### src/rtl/tst_pkg.sv
package tst_pkg;
  typedef enum logic {
    LD_XBAR = 1'b0,
    LD_TSI  = 1'b1
  } ld_tgt_e;

  function automatic int idx_w(input int n);
    return (n > 1) ? $clog2(n) : 1;
  endfunction
endpackage

### src/rtl/tst_cfg_bank.sv
module tst_cfg_bank #(
  parameter int ENTRIES = 4,
  parameter int EW      = 2,
  localparam int IW     = tst_pkg::idx_w(ENTRIES)
) (
  input  logic                          clk,
  input  logic                          rst,
  input  logic                          wr_en,
  input  logic [IW-1:0]                 wr_idx,
  input  logic [EW-1:0]                 wr_data,
  input  logic                          commit,
  output logic [ENTRIES-1:0][EW-1:0]    eff
);
  logic [ENTRIES-1:0][EW-1:0] shadow_q, active_q;

  // the strobe cycle already runs on the new tables
  assign eff = commit ? shadow_q : active_q;

  always_ff @(posedge clk) begin
    if (rst) begin
      shadow_q <= '0;
      active_q <= '0;
    end else begin
      if (commit) active_q <= shadow_q;
      if (wr_en && int'(wr_idx) < ENTRIES) shadow_q[wr_idx] <= wr_data;
    end
  end
endmodule

### src/rtl/tst_tsi.sv
module tst_tsi #(
  parameter int SLOTS = 2,
  parameter int DW    = 8,
  localparam int SW   = tst_pkg::idx_w(SLOTS)
) (
  input  logic          clk,
  input  logic          rst,
  input  logic          frm,
  input  logic [SW-1:0] slot,
  input  logic [DW-1:0] din,
  input  logic [SW-1:0] rd_slot,
  output logic [DW-1:0] dout
);
  logic [1:0][SLOTS-1:0][DW-1:0] mem_q;
  logic wb_q, wb_cur;

  assign wb_cur = frm ? ~wb_q : wb_q;
  assign dout   = (int'(rd_slot) < SLOTS) ? mem_q[~wb_cur][rd_slot] : '0;

  always_ff @(posedge clk) begin
    if (rst) begin
      wb_q <= 1'b0;
      for (int b = 0; b < 2; b++)
        for (int s = 0; s < SLOTS; s++) mem_q[b][s] <= '0;
    end else begin
      wb_q <= wb_cur;
      if (int'(slot) < SLOTS) mem_q[wb_cur][slot] <= din;
    end
  end
endmodule

### src/rtl/tst_space.sv
module tst_space #(
  parameter int LINES = 2,
  parameter int DW    = 8,
  localparam int LW   = tst_pkg::idx_w(LINES)
) (
  input  logic                         clk,
  input  logic                         rst,
  input  logic [LINES-1:0][DW-1:0]     in_data,
  input  logic [LINES-1:0][LW-1:0]     sel,
  input  logic [LINES-1:0]             en,
  input  logic                         frm_in,
  output logic [LINES-1:0][DW-1:0]     out_data,
  output logic                         out_frm
);
  for (genvar o = 0; o < LINES; o++) begin : g_xp
    always_ff @(posedge clk) begin
      if (rst)                                  out_data[o] <= '0;
      else if (en[o] && int'(sel[o]) < LINES)   out_data[o] <= in_data[sel[o]];
      else                                      out_data[o] <= '0;
    end
  end

  always_ff @(posedge clk) begin
    if (rst) out_frm <= 1'b0;
    else     out_frm <= frm_in;
  end
endmodule

### src/rtl/tst_switch.sv
module tst_switch #(
  parameter int LINES = 2,
  parameter int SLOTS = 2,
  parameter int DW    = 8,
  localparam int LW   = tst_pkg::idx_w(LINES),
  localparam int SW   = tst_pkg::idx_w(SLOTS),
  localparam int CW   = (LW + 1 > SW) ? LW + 1 : SW,
  localparam int NE   = SLOTS * LINES,
  localparam int IW   = tst_pkg::idx_w(NE)
) (
  input  logic                  clk,
  input  logic                  rst,
  input  logic                  frm_i,
  input  logic [LINES*DW-1:0]   din,
  input  logic                  ld_en,
  input  logic                  ld_tgt,
  input  logic [SW-1:0]         ld_slot,
  input  logic [LW-1:0]         ld_port,
  input  logic [CW-1:0]         ld_data,
  output logic [LINES*DW-1:0]   dout,
  output logic                  out_frm
);
  import tst_pkg::*;

  logic [SW-1:0] slot_q, cur_slot;
  logic [IW-1:0] wr_idx;
  ld_tgt_e       tgt;
  logic [NE-1:0][LW:0]   xb_eff;
  logic [NE-1:0][SW-1:0] map_eff;
  logic [LINES-1:0][SW-1:0] rd_slot;
  logic [LINES-1:0][LW-1:0] cur_sel;
  logic [LINES-1:0]         cur_en;
  logic [LINES-1:0][DW-1:0] tsi_out, sp_out;

  assign tgt      = ld_tgt_e'(ld_tgt);
  assign cur_slot = frm_i ? '0 : slot_q;
  assign wr_idx   = IW'(int'(ld_slot) * LINES + int'(ld_port));

  always_ff @(posedge clk) begin
    if (rst)                              slot_q <= '0;
    else if (cur_slot == SW'(SLOTS - 1))  slot_q <= '0;
    else                                  slot_q <= cur_slot + 1'b1;
  end

  tst_cfg_bank #(.ENTRIES(NE), .EW(LW + 1)) u_xb_cfg (
    .clk(clk), .rst(rst), .wr_en(ld_en && tgt == LD_XBAR), .wr_idx(wr_idx),
    .wr_data(ld_data[LW:0]), .commit(frm_i), .eff(xb_eff)
  );

  tst_cfg_bank #(.ENTRIES(NE), .EW(SW)) u_map_cfg (
    .clk(clk), .rst(rst), .wr_en(ld_en && tgt == LD_TSI), .wr_idx(wr_idx),
    .wr_data(ld_data[SW-1:0]), .commit(frm_i), .eff(map_eff)
  );

  always_comb begin
    for (int p = 0; p < LINES; p++) begin
      rd_slot[p] = map_eff[int'(cur_slot) * LINES + p];
      cur_en[p]  = xb_eff[int'(cur_slot) * LINES + p][LW];
      cur_sel[p] = xb_eff[int'(cur_slot) * LINES + p][LW-1:0];
    end
  end

  for (genvar l = 0; l < LINES; l++) begin : g_line
    tst_tsi #(.SLOTS(SLOTS), .DW(DW)) u_tsi (
      .clk(clk), .rst(rst), .frm(frm_i), .slot(cur_slot),
      .din(din[l*DW +: DW]), .rd_slot(rd_slot[l]), .dout(tsi_out[l])
    );
    assign dout[l*DW +: DW] = sp_out[l];
  end

  tst_space #(.LINES(LINES), .DW(DW)) u_space (
    .clk(clk), .rst(rst), .in_data(tsi_out), .sel(cur_sel), .en(cur_en),
    .frm_in(frm_i), .out_data(sp_out), .out_frm(out_frm)
  );
endmodule

### config.mk
export PLATFORM = sky130hd
export DESIGN_NAME = tst_switch
export DESIGN_NICKNAME = d
export VERILOG_FILES = /design/src/rtl/tst_pkg.sv /design/src/rtl/tst_cfg_bank.sv /design/src/rtl/tst_tsi.sv /design/src/rtl/tst_space.sv /design/src/rtl/tst_switch.sv
export SDC_FILE = /design/constraint.sdc
export NUM_CORES = 1
export LEC_CHECK = 0
export CAP_MARGIN = 20
export CORE_MARGIN = 10
export CORE_UTILIZATION = 58
export DETAILED_ROUTE_END_ITERATION = 8
export PLACE_DENSITY = 0.83
export SYNTH_ARGS = -nofsm -noshare
export SYNTH_HDL_FRONTEND = slang
export SYNTH_SLANG_ARGS = --single-unit
export TNS_END_PERCENT = 50
### constraint.sdc
create_clock -name clk -period 2.4 [get_ports clk]
set_input_delay 0.72 -clock clk [delete_from_list [all_inputs] [get_ports clk]]
set_output_delay 0.72 -clock clk [all_outputs]
set_load 0.005 [all_outputs]
==> results of run 1 <==
[per-layer routing]
layer  track usage (%)  vias up  wire length (um)
met2              32.8      116              6250
met5                 0        -                 0
met3              4.72       23               685
li1                  -     2019                 -
met1              23.2     1989              5350
met4              5.35        0               197
[power by group through the flow]
stage | clock (mW) | sequential [mW] | combinational, mW
after detailed placement | 0 | 1.97 | 0.554
after global placement | 0 | 1.96 | 0.530
after CTS | 1.14 | 1.93 | 0.557
after floorplan | 0 | 1.95 | 0.373
final | 1.13 | 1.93 | 0.561
after global routing | 1.22 | 1.94 | 0.609
[metrics by stage]
step	hold slack [ps]	instance area (um^2)
2_1_floorplan	445	5120
3_3_place_gp	452	5650
3_5_place_dp	461	5650
4_1_cts	476	5850
5_1_grt	502	5850
6_report	481	5850
[worst reg2reg max path: stages, from the launching register on]
cell and delay, ps:
dfxtp_1 410, mux2i_4 400, buf_4 290, mux2_2 360, a211oi_1 390, a32o_1 180
[Yosys cell counts, drive strengths merged (15+ instances only)]
| library cell | count | share of area, % |
|---|---|---|
| o22ai | 15 | 1.8 |
| nand3 | 25 | 2.4 |
| clkbuf | 16 | 1.2 |
| a21oi | 22 | 2.3 |
| dfxtp | 108 | 42 |
| nand2 | 54 | 4.0 |
| a32o | 16 | 3.1 |
| mux2 | 43 | 9.6 |
| buf | 24 | 2.5 |
| nor3b | 16 | 2.3 |
| mux2i | 82 | 16 |
| nor2 | 77 | 5.7 |
[worst paths after layout]
check | to | slack [ps] | from
max | u_space.out_data[2] | 300 | frm_i
min | g_line[0].u_tsi.mem_q[27] | 480 | g_line[0].u_tsi.mem_q[27]
max reg2reg | u_space.out_data[8] | 330 | slot_q
min reg2reg | g_line[0].u_tsi.mem_q[27] | 480 | g_line[0].u_tsi.mem_q[27]
[state kept, by name, summed over array words and instances, names as in the netlist]
signal / count
u_map_cfg.active_q: 4
u_space.out_data: 16
g_line.u_tsi.wb_q: 2
u_xb_cfg.active_q: 8
u_map_cfg.shadow_q: 4
u_xb_cfg.shadow_q: 8
g_line.u_tsi.mem_q: 64
u_space.out_frm: 1
slot_q: 1
[cell families (layout without fill, tap and decap cells)]
kind of cell           Yosys count  in the layout  synth area share, %
AOI/OAI and AO/OA               76             76                 10.6
buffers and inverters           42             84                 3.82
DFF                            108            108                 42.3
muxes                          125            125                 25.9
and+or+nand+nor                196            196                 17.4
[cell type report]
cell class	instances	area (um^2)	share of cell area (%)
clock buffers	11	141	2.42
clock inverters	5	58.8	1.00
inverters	2	7.51	0.128
multi-input cells	397	2760	47.1
flip-flops and latches	108	2160	36.9
well taps	108	135	2.31
repair buffers	66	588	10.0
[placed cells by master (no fill, tap or decap), types with 3 or more instances in the layout]
cell             instances
nor2_1                  76
dfxtp_1                108
nor3b_1                 16
a31oi_1                  8
o22ai_1                 15
a211oi_1                 5
clkbuf_8                10
nand4b_1                 3
mux2i_1                 81
nand3_1                 25
nor3_1                   5
buf_4                   25
mux2_2                  41
a21oi_1                 20
nor2b_1                  6
nand2_1                 54
a32o_1                  16
nand2b_1                 8
clkdlybuf4s50_1         39
==> out/results.tsv, run 1 <==
stage	metric	value	unit
status	status	complete, no violations	
pwr	power_density	619	nW/um^2
sta	rsz0062_at_grt	false	
pwr	p_int	2.65	mW
yosys	ys_seq_area_share	42.3	%
clock_tree	clkTransAtPathRegs	90	ps
pwr	clkPwrFrac	31.2	%
clock_tree	cts.sinks	108	
pwr	swShare	26.9	%
worst_hold_path	hp-class	flip-flop to flip-flop	
worst_setup_path	cp_max_fo	34	
worst_setup_path	endpoint_kind	flip-flop	
placed_design	dp_worst_setup_slack	-48.4	ps
sta	finalHoldViolations	0	
run	max-cap-violations	0	
clock_tree	cts_resized	0	
sta	setup_violations	0	
cells_and_area	syn_to_final_growth	14.4	%
sta	setup_ws	305	ps
pwr	p_seq_share	53.3	%
clock_tree	cts-root-buf	clkbuf_8	
clock_tree	clock_path_buffers	2	
worst_setup_path	worst_path_dominant_cell_family	buffers and inverters	
cells_and_area	drive_above_1_share	15.4	%
global_route	grt_usage	19.2	%
worst_setup_path	cpPeakStageDelay	480	ps
yosys	async_flop_share	0	%
routing	first_pass_iters	6	
sta	slew_headroom	38.3	%
sta	period_needed	2100	ps
pwr	vdd_drop_max	412	uV
floorplan	core-area	8640	um^2
sta	period_share	87.3	%
routing	vias	4147	
floorplan	num_io_pins	42	
sta	slew_viol_final	0	
global_route	grt_first_pass_wirelength	20900	um
pwr	leakagePower	2.36	nW
sta	fin_skew	10.3	ps
global_route	antenna_found_initial	0	
clock_tree	cts_buffers	9	
yosys	synth_cell_types	34	
yosys	synthFlopType	dfxtp_1	
yosys	synth_fp_nets	572	
floorplan	die_h	114	um
routing	drc	0	
yosys	synthCells	547	
cells_and_area	nNetsFinal	609	
worst_hold_path	hold_path_depth	2	
worst_setup_path	path_class	input pin to flip-flop	
clock_tree	h-tree-depth	3	
worst_setup_path	crit_required	2710	ps
yosys	synth_area	5120	um^2
yosys	synth_edf_count	0	
floorplan	initial_core_util	59.2	%
placed_design	dp.cells	681	
pwr	power.switching	0.973	mW
worst_setup_path	path_depth	6	
worst_setup_path	rr_worst_depth	5	
pwr	comb_power_share	15.5	%
pwr	finalPower	3.62	mW
global_route	grt.overflow.total	0	
sta	fmax	477	MHz
routing	wl_per_cell	17.9	um
worst_setup_path	worst_path_max_delay_cell	buf_2	
worst_setup_path	cp.buffers_inverters	2	
clock_tree	cts_hold_buf	0	
sta	tightest_slew	926	ps
cells_and_area	layoutNonFillerInstCount	697	
clock_tree	clk-insertion-delay-late	370	ps
yosys	syn_avg_cell_area	9.35	um^2
routing	drt-total-wl	12500	um
routing	via_per_inst	5.95	
floorplan	dieArea	13000	um^2
routing	ant_nets	0	
cells_and_area	utilization	67.8	%
sta	finalSetupTns	0	ps
yosys	yosys_warnings	0	
placed_design	port-buffer-count	41	
floorplan	row_count	34	
cells_and_area	num_antenna_cells	0	
worst_setup_path	start_kind	input pin	
global_route	grt_max_degree	93	
routing	drtIter0Drc	345	
cells_and_area	fillCellCount	709	
yosys	ys_seq_elements	108	
placed_design	hpwl	8740	um
worst_setup_path	cp_cell_sequence	buf_2, buf_4, nor3b_1, mux2_2, a211oi_1, a32o_1	
placed_design	gp_routability_congestion	0.869	
worst_setup_path	arrival	2410	ps
clock_tree	cts_tree	done	
global_route	grt_pass1_vias	4201	
floorplan	die_w	114	um
clock_tree	post_cts_buffers	0	
(Power assumes the default switching activity.)
==> inputs of run 2 (changes only) <==
--- a/config.mk
+++ b/config.mk
@@ -6,6 +6,7 @@
 export NUM_CORES = 1
 export LEC_CHECK = 0
 export CAP_MARGIN = 20
+export CORE_ASPECT_RATIO = 0.6
 export CORE_MARGIN = 10
 export CORE_UTILIZATION = 58
 export DETAILED_ROUTE_END_ITERATION = 8
==> run 2 against run 1 <==
  * Clock-buffer cell count grew 1
  * Combinational power grew 2%
  * First-iteration DRC count shrank 3.5%
  * Sequential share of layout area shrank 0.83 points
  * Global-route usage grew 0.84 points
  * Hold slack lost 7.3 ps
  * Cell count grew 0.29%
  * Critical path type is now flip-flop to flip-flop
==> out/results.tsv, run 2 (synthesis results as in run 1) <==
stage	metric	value	unit	change
status	status	complete, no violations		
routing	wl_per_cell	18.6	um	+4.0%
clock_tree	cts-root-buf	clkbuf_16		
floorplan	die_w	141	um	+24%
sta	slew_headroom	35.5	%	-2.8 points
floorplan	num_io_pins	42		unchanged
run	max-cap-violations	0		unchanged
cells_and_area	num_antenna_cells	0		unchanged
placed_design	gp_routability_congestion	0.877		+0.87%
clock_tree	cts_resized	0		unchanged
floorplan	row_count	26		-24%
worst_setup_path	reg2reg_setup_slack	310	ps	-20 ps
sta	period_share	87.2	%	-0.14 points
cells_and_area	largest_registers	g_line.u_tsi.mem_q: 64 flops, u_space.out_data: 16 flops		
sta	finalSetupTns	0	ps	unchanged
clock_tree	cts_buffers	9		unchanged
global_route	grt_first_pass_wirelength	21500	um	+3.1%
worst_hold_path	min-delay-start	g_line[0].u_tsi.mem_q[28]		
clock_tree	clkTransAtPathRegs	70	ps	-20 ps
pwr	p_seq_share	47.2	%	-6.1 points
worst_setup_path	rr_worst_depth	5		unchanged
sta	setup_violations	0		unchanged
global_route	antenna_found_initial	0		unchanged
clock_tree	cts_tree	done		
cells_and_area	nNetsFinal	607		-0.33%
pwr	vdd_drop_max	398	uV	-3.5%
sta	fmax	478	MHz	+0.16%
global_route	grt.overflow.total	0		unchanged
global_route	grt_usage	20.0	%	+0.84 points
worst_hold_path	hp-class	flip-flop to flip-flop		
worst_setup_path	crit_required	2690	ps	-20 ps
sta	fin_skew	6.30	ps	-3.99 ps
global_route	grt_max_degree	93		unchanged
worst_setup_path	arrival	2380	ps	-30 ps
pwr	power.switching	1.00	mW	+2.9%
sta	period_needed	2090	ps	-3.25 ps
sta	slew_viol_final	0		unchanged
worst_setup_path	r2r_end	u_space.out_data[12]		
routing	via_per_inst	6.14		+3.2%
cells_and_area	syn_to_final_growth	17.0	%	
worst_setup_path	cp_max_fo	9		-74%
pwr	finalPower	4.08	mW	+13%
routing	drt-total-wl	13000	um	+4.3%
pwr	p_int	3.08	mW	+16%
placed_design	port-buffer-count	41		unchanged
clock_tree	cts.sinks	108		unchanged
worst_setup_path	worstReg2RegStart	slot_q		
cells_and_area	largest_reg_flops	64		unchanged
global_route	grt_pass1_vias	4280		+1.9%
worst_setup_path	startpoint	slot_q		
floorplan	core-area	8560	um^2	-0.93%
clock_tree	clock_path_buffers	2		unchanged
sta	tightest_slew	968	ps	+41.7 ps
routing	first_pass_iters	5		-1
cells_and_area	mostFrequentLayoutCells	dfxtp_1 (108), mux2i_1 (81), nor2_1 (76)		
routing	drtIter0Drc	333		-3.5%
clock_tree	h-tree-depth	3		unchanged
cells_and_area	largest_register	g_line.u_tsi.mem_q		
clock_tree	post_cts_buffers	0		unchanged
routing	drc	0		unchanged
floorplan	dieArea	13100	um^2	+0.95%
pwr	swShare	24.6	%	-2.3 points
pwr	comb_power_share	14.0	%	-1.5 points
clock_tree	clk-insertion-delay-late	350	ps	-20 ps
placed_design	hpwl	8970	um	+2.6%
cells_and_area	utilization	70.0	%	+2.2 points
pwr	power_density	681	nW/um^2	+10%
floorplan	die_h	92.8	um	-19%
floorplan	initial_core_util	59.8	%	+0.55 points
clock_tree	cts_hold_buf	0		unchanged
cells_and_area	drive_above_1_share	15.0	%	-0.46 points
worst_setup_path	path_class	flip-flop to flip-flop		
pwr	clkPwrFrac	38.8	%	+7.6 points
worst_setup_path	start_kind	flip-flop		
routing	ant_nets	0		unchanged
sta	rsz0062_at_grt	false		
sta	finalHoldViolations	0		unchanged
worst_setup_path	endpoint_kind	flip-flop		
worst_setup_path	crit_end	u_space.out_data[12]		
pwr	leakagePower	2.42	nW	+2.4%
routing	vias	4290		+3.4%
cells_and_area	final_common_cell	dfxtp_1		
[run 2: cell count changes in the layout (fill, tap and decap cells not counted), sizes merged]
cell,delta
buf,-2
bufinv,+1
clkbuf,+1
clkinvlp,-1
inv,-1
[run 2: worst min-delay path by stage]
stage / end / cells past startpoint
floorplan: g_line[0].u_tsi.mem_q[24] / 2
global placement: g_line[0].u_tsi.mem_q[26] / 2
detailed placement: g_line[1].u_tsi.mem_q[24] / 2
CTS: g_line[1].u_tsi.mem_q[24] / 2
global route: g_line[1].u_tsi.mem_q[28] / 2
finish: g_line[0].u_tsi.mem_q[28] / 2
[run 2: power groups by stage]
stage | registers (mW) | clock network, mW | logic, mW
2_1_floorplan | 1.95 | 0 | 0.373
5_1_grt | 1.94 | 1.67 | 0.617
6_report | 1.93 | 1.58 | 0.570
3_5_place_dp | 1.96 | 0 | 0.560
4_1_cts | 1.93 | 1.60 | 0.565
3_3_place_gp | 1.96 | 0 | 0.540
[run 2: cell type report]
| cell class | count | area (um^2) |
|---|---|---|
| fill | 652 | 2570 |
| inverter | 2 | 7.51 |
| tap | 112 | 140 |
| clock buffer | 12 | 246 |
| timing repair buffer | 64 | 598 |
| sequential | 108 | 2160 |
| clock inverter | 4 | 72.6 |
| multi-input combinational | 397 | 2760 |
[run 2: critical path: stages (launching register included)]
cell and delay [ps]:
dfxtp_1 380, mux2i_4 450, buf_4 300, mux2_2 360, a211oi_1 330, a32o_1 200
[run 2: layer usage]
| metal | vias to the layer above | part of all wire [%] | track usage [%] |
|---|---|---|---|
| li1 | 2018 | - | - |
| met1 | 2084 | 47 | 26.6 |
| met2 | 171 | 44 | 30.9 |
| met3 | 17 | 8.2 | 5.61 |
| met4 | 0 | 0.97 | 5.99 |
| met5 | - | 0 | 0 |
[run 2: through the flow]
step | instance area [um^2] | instances | hold slack [ps] | worst slack, ps
global placement | 5670 | 683 | 455 | 171
detailed placement | 5670 | 683 | 461 | 117
global route | 5990 | 699 | 490 | 235
finish | 5990 | 699 | 474 | 308
floorplan | 5120 | 547 | 445 | 427
CTS | 5990 | 699 | 472 | 350
